===== src/rtl/asram_pkg.sv =====
package asram_pkg;

  typedef enum logic [2:0] {
    ST_IDLE   = 3'd0,
    ST_WPULSE = 3'd1,
    ST_WTAIL  = 3'd2,
    ST_RACC   = 3'd3,
    ST_TURN   = 3'd4
  } asram_state_e;

  // ceiling of t_ns / per_ns, never below one cycle
  function automatic int unsigned ns_to_cyc(input int unsigned t_ns,
                                            input int unsigned per_ns);
    int unsigned c;
    c = (t_ns + per_ns - 1) / per_ns;
    return (c == 0) ? 1 : c;
  endfunction

  function automatic int unsigned umax(input int unsigned a,
                                       input int unsigned b);
    return (a > b) ? a : b;
  endfunction

endpackage


===== src/rtl/asram_phase_timer.sv =====
module asram_phase_timer #(
  parameter int unsigned CNT_W = 4
) (
  input  logic             clk,
  input  logic             rst_n,
  input  logic             load,
  input  logic [CNT_W-1:0] load_val,
  output logic             last
);

  logic [CNT_W-1:0] cnt_q;
  logic [CNT_W-1:0] cnt_d;
  logic             cnt_en;

  always_comb begin
    cnt_en = load || (cnt_q != '0);
    cnt_d  = load ? load_val : (cnt_q - 1'b1);
  end

  always_ff @(posedge clk or negedge rst_n) begin
    if (!rst_n) begin
      cnt_q <= '0;
    end else if (cnt_en) begin
      cnt_q <= cnt_d;
    end
  end

  assign last = (cnt_q == '0);

endmodule


===== src/rtl/asram_fsm.sv =====
module asram_fsm
  import asram_pkg::*;
#(
  parameter int unsigned WLEN  = 6,
  parameter int unsigned TAIL  = 1,
  parameter int unsigned RLEN  = 7,
  parameter int unsigned HZ    = 3,
  parameter int unsigned CNT_W = 4
) (
  input  logic             clk,
  input  logic             rst_n,
  input  logic             accept,
  input  logic             req_write,
  input  logic             last,
  output asram_state_e     st_q,
  output asram_state_e     st_d,
  output logic             load,
  output logic [CNT_W-1:0] load_val
);

  always_comb begin
    st_d     = st_q;
    load     = 1'b0;
    load_val = '0;
    unique case (st_q)
      ST_IDLE: begin
        if (accept) begin
          load = 1'b1;
          if (req_write) begin
            st_d     = ST_WPULSE;
            load_val = CNT_W'(WLEN - 1);
          end else begin
            st_d     = ST_RACC;
            load_val = CNT_W'(RLEN - 1);
          end
        end
      end
      ST_WPULSE: begin
        if (last) begin
          st_d     = ST_WTAIL;
          load     = 1'b1;
          load_val = CNT_W'(TAIL - 1);
        end
      end
      ST_WTAIL: begin
        if (last) st_d = ST_IDLE;
      end
      ST_RACC: begin
        if (last) begin
          st_d     = ST_TURN;
          load     = 1'b1;
          load_val = CNT_W'(HZ - 1);
        end
      end
      ST_TURN: begin
        if (last) st_d = ST_IDLE;
      end
      default: st_d = ST_IDLE;
    endcase
  end

  always_ff @(posedge clk or negedge rst_n) begin
    if (!rst_n) begin
      st_q <= ST_IDLE;
    end else begin
      st_q <= st_d;
    end
  end

endmodule


===== src/rtl/asram_pins.sv =====
module asram_pins
  import asram_pkg::*;
#(
  parameter int unsigned ADDR_W = 15,
  parameter int unsigned DATA_W = 8
) (
  input  logic              clk,
  input  logic              rst_n,
  input  asram_state_e      st_q,
  input  asram_state_e      st_d,
  input  logic              accept,
  input  logic              capture,
  input  logic [ADDR_W-1:0] req_addr,
  input  logic [DATA_W-1:0] req_wdata,
  input  logic [DATA_W-1:0] dq_in,
  output logic [ADDR_W-1:0] addr,
  output logic              cs_n,
  output logic              we_n,
  output logic              oe_n,
  output logic [DATA_W-1:0] dq_out,
  output logic              dq_oe,
  output logic              rsp_valid,
  output logic [DATA_W-1:0] rsp_rdata
);

  logic cs_n_d, we_n_d, oe_n_d, dq_oe_d;

  always_comb begin
    cs_n_d  = !((st_d == ST_WPULSE) || (st_d == ST_RACC));
    we_n_d  = !(st_d == ST_WPULSE);
    oe_n_d  = !(st_d == ST_RACC);
    // drive only once the pulse is already under way, drop as it ends
    dq_oe_d = (st_q == ST_WPULSE) && (st_d == ST_WPULSE);
  end

  always_ff @(posedge clk or negedge rst_n) begin
    if (!rst_n) begin
      cs_n      <= 1'b1;
      we_n      <= 1'b1;
      oe_n      <= 1'b1;
      dq_oe     <= 1'b0;
      rsp_valid <= 1'b0;
    end else begin
      cs_n      <= cs_n_d;
      we_n      <= we_n_d;
      oe_n      <= oe_n_d;
      dq_oe     <= dq_oe_d;
      rsp_valid <= capture;
    end
  end

  always_ff @(posedge clk or negedge rst_n) begin
    if (!rst_n) begin
      addr   <= '0;
      dq_out <= '0;
    end else if (accept) begin
      addr   <= req_addr;
      dq_out <= req_wdata;
    end
  end

  always_ff @(posedge clk or negedge rst_n) begin
    if (!rst_n) begin
      rsp_rdata <= '0;
    end else if (capture) begin
      rsp_rdata <= dq_in;
    end
  end

endmodule


===== src/rtl/asram_ctrl.sv =====
module asram_ctrl
  import asram_pkg::*;
#(
  parameter int unsigned ADDR_W  = 15,
  parameter int unsigned DATA_W  = 8,
  parameter int unsigned CLK_NS  = 10,
  parameter int unsigned T_WP_NS = 55,
  parameter int unsigned T_DW_NS = 30,
  parameter int unsigned T_WC_NS = 70,
  parameter int unsigned T_AA_NS = 70,
  parameter int unsigned T_OE_NS = 35,
  parameter int unsigned T_RC_NS = 70,
  parameter int unsigned T_HZ_NS = 30
) (
  input  logic              clk,
  input  logic              rst_n,
  input  logic              req_valid,
  output logic              req_ready,
  input  logic              req_write,
  input  logic [ADDR_W-1:0] req_addr,
  input  logic [DATA_W-1:0] req_wdata,
  output logic              rsp_valid,
  output logic [DATA_W-1:0] rsp_rdata,
  output logic [ADDR_W-1:0] mem_addr,
  output logic              mem_cs_n,
  output logic              mem_we_n,
  output logic              mem_oe_n,
  output logic [DATA_W-1:0] mem_dq_out,
  output logic              mem_dq_oe,
  input  logic [DATA_W-1:0] mem_dq_in
);

  localparam int unsigned WP_C  = ns_to_cyc(T_WP_NS, CLK_NS);
  localparam int unsigned DW_C  = ns_to_cyc(T_DW_NS, CLK_NS);
  localparam int unsigned WC_C  = ns_to_cyc(T_WC_NS, CLK_NS);
  localparam int unsigned AA_C  = ns_to_cyc(T_AA_NS, CLK_NS);
  localparam int unsigned OE_C  = ns_to_cyc(T_OE_NS, CLK_NS);
  localparam int unsigned RC_C  = ns_to_cyc(T_RC_NS, CLK_NS);
  localparam int unsigned HZ_C  = ns_to_cyc(T_HZ_NS, CLK_NS);
  localparam int unsigned WLEN  = umax(WP_C, DW_C + 1);
  localparam int unsigned TAIL  = (WC_C > WLEN) ? (WC_C - WLEN) : 1;
  localparam int unsigned RLEN  = umax(umax(AA_C, OE_C), RC_C);
  localparam int unsigned MAXC  = umax(umax(WLEN, RLEN), umax(TAIL, HZ_C));
  localparam int unsigned CNT_W = $clog2(MAXC + 1);

  logic         rst_meta_q, rst_sync_n;
  asram_state_e st_q, st_d;
  logic         accept, last, load, capture;
  logic [CNT_W-1:0] load_val;

  // asynchronous assertion, synchronous release
  always_ff @(posedge clk or negedge rst_n) begin
    if (!rst_n) begin
      rst_meta_q <= 1'b0;
      rst_sync_n <= 1'b0;
    end else begin
      rst_meta_q <= 1'b1;
      rst_sync_n <= rst_meta_q;
    end
  end

  assign req_ready = rst_sync_n && (st_q == ST_IDLE);
  assign accept    = req_valid && req_ready;
  assign capture   = (st_q == ST_RACC) && last;

  asram_fsm #(
    .WLEN (WLEN),
    .TAIL (TAIL),
    .RLEN (RLEN),
    .HZ   (HZ_C),
    .CNT_W(CNT_W)
  ) u_fsm (
    .clk      (clk),
    .rst_n    (rst_sync_n),
    .accept   (accept),
    .req_write(req_write),
    .last     (last),
    .st_q     (st_q),
    .st_d     (st_d),
    .load     (load),
    .load_val (load_val)
  );

  asram_phase_timer #(
    .CNT_W(CNT_W)
  ) u_timer (
    .clk     (clk),
    .rst_n   (rst_sync_n),
    .load    (load),
    .load_val(load_val),
    .last    (last)
  );

  asram_pins #(
    .ADDR_W(ADDR_W),
    .DATA_W(DATA_W)
  ) u_pins (
    .clk      (clk),
    .rst_n    (rst_sync_n),
    .st_q     (st_q),
    .st_d     (st_d),
    .accept   (accept),
    .capture  (capture),
    .req_addr (req_addr),
    .req_wdata(req_wdata),
    .dq_in    (mem_dq_in),
    .addr     (mem_addr),
    .cs_n     (mem_cs_n),
    .we_n     (mem_we_n),
    .oe_n     (mem_oe_n),
    .dq_out   (mem_dq_out),
    .dq_oe    (mem_dq_oe),
    .rsp_valid(rsp_valid),
    .rsp_rdata(rsp_rdata)
  );

endmodule


===== config.mk =====
export PLATFORM = sky130hd
export DESIGN_NAME = asram_ctrl
export DESIGN_NICKNAME = d
export VERILOG_FILES = /design/src/rtl/asram_pkg.sv /design/src/rtl/asram_phase_timer.sv /design/src/rtl/asram_fsm.sv /design/src/rtl/asram_pins.sv /design/src/rtl/asram_ctrl.sv
export SDC_FILE = /design/constraint.sdc
export NUM_CORES = 1
export LEC_CHECK = 0
export ABC_CLOCK_PERIOD_IN_PS = 2300
export CORE_AREA = 2 2 92 50
export CTS_BUF_LIST = sky130_fd_sc_hd__clkbuf_8
export DETAILED_ROUTE_END_ITERATION = 10
export DIE_AREA = 0 0 94 52
export GPL_TIMING_DRIVEN = 0
export PLACE_DENSITY_LB_ADDON = 0.05
export REMOVE_ABC_BUFFERS = 1
export SYNTH_ARGS = -nofsm -noshare
export SYNTH_HDL_FRONTEND = slang
export SYNTH_SLANG_ARGS = --single-unit
export TNS_END_PERCENT = 5

===== constraint.sdc =====
create_clock -name clk -period 2.3 [get_ports clk]
set_input_delay 0.345 -clock clk [delete_from_list [all_inputs] [get_ports clk]]
set_output_delay 0.345 -clock clk [all_outputs]
set_load 0.005 [all_outputs]

# Word level (Yosys, flattened, before mapping)
# Cells that the tools add are included.
# word_totals
elab_cells	47
regBits	44
input_bits	35
out_inout_bits	37
# op_classes
n_addsub	1
n_eq_ne	6
reduce_logical	14
mux	14
# op_table
operator	count
3-bit 2-to-1 mux	6
3-bit case mux with 4 select lines	1
3-bit by 2-bit equality test with 1-bit output (second input constant)	3
3-bit by 1-bit equality test with 1-bit output (second input constant)	2
3-bit logical NOT	2
2-bit 2-to-1 mux	3
3-bit case mux with 2 select lines	1
1-bit logical AND	4
2-bit OR reduction	2
3-bit equality test (second input constant)	1
1-bit logical NOT	3
3-bit nonzero test	1
3-bit by 1-bit subtractor with 3-bit output (second input constant)	1
1-bit logical OR	2
1-bit 2-to-1 mux	2
1-bit case mux with 2 select lines	1

# Longest topological paths before layout
# logic_depth
word_depth	8
mapped_depth	6
ltp_nobuf	5

# By module
# Synthesis repeated with hierarchy kept, for this count alone.
# hier_totals
hier_cells	119
hier_area_um2	1783.0
# by_module_without_submodules
module	instances	seq_area_each_um2	area_per_inst_um2	cells_each
asram_pins	1	904.6	1312.5	74
asram_phase_timer	1	75.1	200.2	21
asram_fsm	1	75.1	176.4	18
asram_ctrl	1	50.0	93.8	6

# Least setup slack after synthesis
# Ideal clock, no wire load.
# synth_path
path_type	flip-flop to flip-flop
from	register rst_sync_n
to	register u_pins.addr[14]
path_stages_with_launch	6
n_path_buf	2
setup_time_ns	0.125
slack_ns	-0.199
required_ns	2.175
period_less_slack_ns	2.499
arrival_time_ns	2.374
cell_sequence	dfrtp_1 > nor4b_4 > nand2_2 > buf_6 > buf_6 > mux2_4
# synth_between
elab_chain_len	2
# synth_rtl
item	line	text
start: declaration	asram_ctrl.sv:46	logic rst_meta_q, rst_sync_n;
start signal: assignment	asram_ctrl.sv:58	rst_sync_n <= rst_meta_q;
1-bit logical AND	asram_ctrl.sv:62	assign req_ready = rst_sync_n && (st_q == ST_IDLE);
named net req_ready	asram_ctrl.sv:18	output logic req_ready,
1-bit logical AND	asram_ctrl.sv:63	assign accept = req_valid && req_ready;
end signal: assignment	asram_pins.sv:57	addr <= req_addr;
end: declaration	asram_pins.sv:16	output logic [ADDR_W-1:0] addr,
# The timed path passes the listed nets, and every way through them passes these cells.
# A chain may end at the register's enable or synchronous reset.

# Final worst setup path
# layout_path
from	register rst_sync_n
to	output port req_ready
# layout_between
elab_chain_len	1
# layout_rtl
item	line
1-bit logical AND	asram_ctrl.sv:62
end: declaration	asram_ctrl.sv:18
# No other way between the ends.

==> impl_metrics.ini <==
[pwr]
comb_power_share = 0.410
clock_power_share = 0.188
p_per_area_mw_per_mm2 = 1290
p_seq_frac = 0.402
vdd_ir_drop_max_mv = 0.558
power.internal_uw = 2500
switchingPower_uw = 913
p_leak_uw = 0.00114
switching_share = 0.268
power_uw = 3410

[logic_synthesis]
synth_cells = 111
synth.avg_cell_area_um2 = 15.6
synth_warnings = 0
synth_seq_area_share = 0.638
synth_area_mm2 = 0.00173
ys.flop_type = dfrtp_1
synth_area_leaders = dfrtp_1 (59%), mux2_2 (18%), dfstp_2 (4.5%)
synth_cell_type_count = 30
synth_top_area_share = 0.592
async_flop_share = 1.00
synth_seq_cells = 44
synth_largest_area_cell = dfrtp_1
synth_edf_count = 0

[sta]
fmax_mhz = 451
maxSlewHeadroom = 0.542
whs_ps = 186
fin_crit_sh = 0.963
rsz0062_at_grt = no
worst_pin_slew_ps = 684
hold_viol = 0
finalSetupViolCount = 0
final.min_clock_period_ps = 2220
fin_skew_ps = 5.18
slew_viol_final = 0

[detailed_routing]
routed_wirelength_mm = 3.60
drt_iter0_drc = 33
drt-vias-per-instance = 4.79
ant_nets = 0
drc = 0
wl_per_cell_um = 14.7
vias = 1174
first_pass_iters = 4

[critical_path]
worstSetupEndpointType = output port
start_kind = register
reg2regPathDepth = 3
reg2reg_slack_ps = 230
path_max_fanout = 13
crit_type = register to output port
crit_arrival_ps = 1870
r2r_end = u_pins.dq_out[2]
endpoint = req_ready
critPathRequiredTime_ps = 1960
worstReg2RegStart = rst_sync_n
worstSetupStartpoint = rst_sync_n

[finish]
final_util = 0.639
layout_common_cells = clkdlybuf4s50_1 (71), dfrtp_1 (40), mux2_2 (27)
drive_gt1_frac = 0.250
area_growth_pct = 53.0
layout.cells.non_filler = 245
layout_commonest_cell = clkdlybuf4s50_1
nets = 224
diodes = 0

[cts]
clkSinkCount = 44
cts_made_buffers = 5
postCtsHoldBufs = 0
ctsLongestPathBuffers = 2
clk_pin_slew_ps = 80
cts_tree = built
root_buffer = clkbuf_8
clkLatencyLatePin_ps = 290
htreeDepth = 2

[die]
die_y_um = 52
fp-row-count = 17
start_util = 0.418
top_level_ports = 72
core_area_mm2 = 0.00415
dieArea_mm2 = 0.00489
fp.dieW_um = 94

[grt]
track_usage = 0.162
grt_max_degree = 30
antenna_found_initial = 0
grt_pass1_wl_mm = 5.85
grt_pass1_vias = 1203
grt-ovfl-total = 0

[placed_design]
place_inst = 235
numPortBuffers = 71
dp_hpwl_mm = 2.49
gp_congestion = 0.763

[outcome]
outcome = completed

[min_path]
hp-class = register to async pin

[run]
max-cap-violations = 0
cell type report:
type | instances | area (µm²)
tap | 57 | 71.3
timing repair buffer | 73 | 749
fill | 329 | 1500
multi-input combinational | 61 | 588
inverter | 2 | 7.51
clock inverter | 1 | 30.0
sequential | 44 | 1110
clock buffer | 7 | 96.3
power groups by stage:
stage / Combinational, µW / Sequential, µW / Clock [µW]
after global routing: 1520 / 1430 / 683
after floorplan: 562 / 1390 / 0
after CTS: 1420 / 1370 / 651
after detailed placement: 1390 / 1390 / 0
after global placement: 1360 / 1370 / 0
final: 1400 / 1370 / 642
per-layer routing:
layer | vias up | routed length, µm | global-route usage
li1 | 545 | - | -
met1 | 578 | 1650 | 0.218
met2 | 44 | 1600 | 0.243
met3 | 7 | 314 | 0.0638
met4 | 0 | 33 | 0.0507
met5 | - | 0 | 0
per-stage QoR:
step	setup TNS, ps	setup WS [ps]	area [µm²]
2_1_floorplan	-7460	-316	1700
3_3_place_gp	-25170	-900	2480
3_5_place_dp	-8570	-343	2480
4_1_cts	0	90.2	2650
5_1_grt	0	15.8	2650
6_report	0	84.6	2650
worst min path at each step:
stage	start	end	slack, ps	cells after the start
6_report	rst_sync_n	u_timer.cnt_q[1]	190	0
5_1_grt	rst_n	rst_sync_n	190	1
4_1_cts	rst_sync_n	u_timer.cnt_q[1]	200	0
3_5_place_dp	rst_meta_q	rst_sync_n	340	0
3_3_place_gp	rst_meta_q	rst_sync_n	340	0
2_1_floorplan	rst_n	rst_meta_q	50	0
cell usage after synthesis, types with 2 or more instances:
| master | n |
|---|---|
| a21oi_1 | 2 |
| a2bb2oi_1 | 2 |
| buf_2 | 2 |
| buf_6 | 2 |
| dfrtp_1 | 41 |
| dfstp_2 | 3 |
| ha_1 | 2 |
| inv_1 | 2 |
| mux2_2 | 27 |
| mux2_4 | 4 |
| nand2_1 | 2 |
| nand2b_1 | 2 |
| nor2_1 | 2 |
| nor3_1 | 2 |
sequential cells by signal, summed over array words and instances (netlist names), 3 cells and up:
| name | cells |
|---|---|
| u_pins.addr | 15 |
| u_pins.dq_out | 8 |
| u_pins.rsp_rdata | 8 |
| u_fsm.st_q | 3 |
| u_timer.cnt_q | 3 |
critical path: stages (launching register included):
cell             delay [ps]
dfrtp_4                 560
nor4b_4                 430
clkdlybuf4s50_1         580
repair_timing:
item / in CTS / in global routing
gates resized for setup: 1 / 0
buffers inserted: 2 / 0
setup endpoints to repair: 30 / 0
cell families after synthesis:
family	share of synthesized area
buffers and inverters	0.0231
multiplexers	0.216
AND/OR/NAND/NOR	0.0570
adder cells (fa/ha/maj)	0.0144
flip-flops	0.638
AO/OA/AOI/OAI	0.0498
other	0.00216
(Power assumes the default switching activity.)
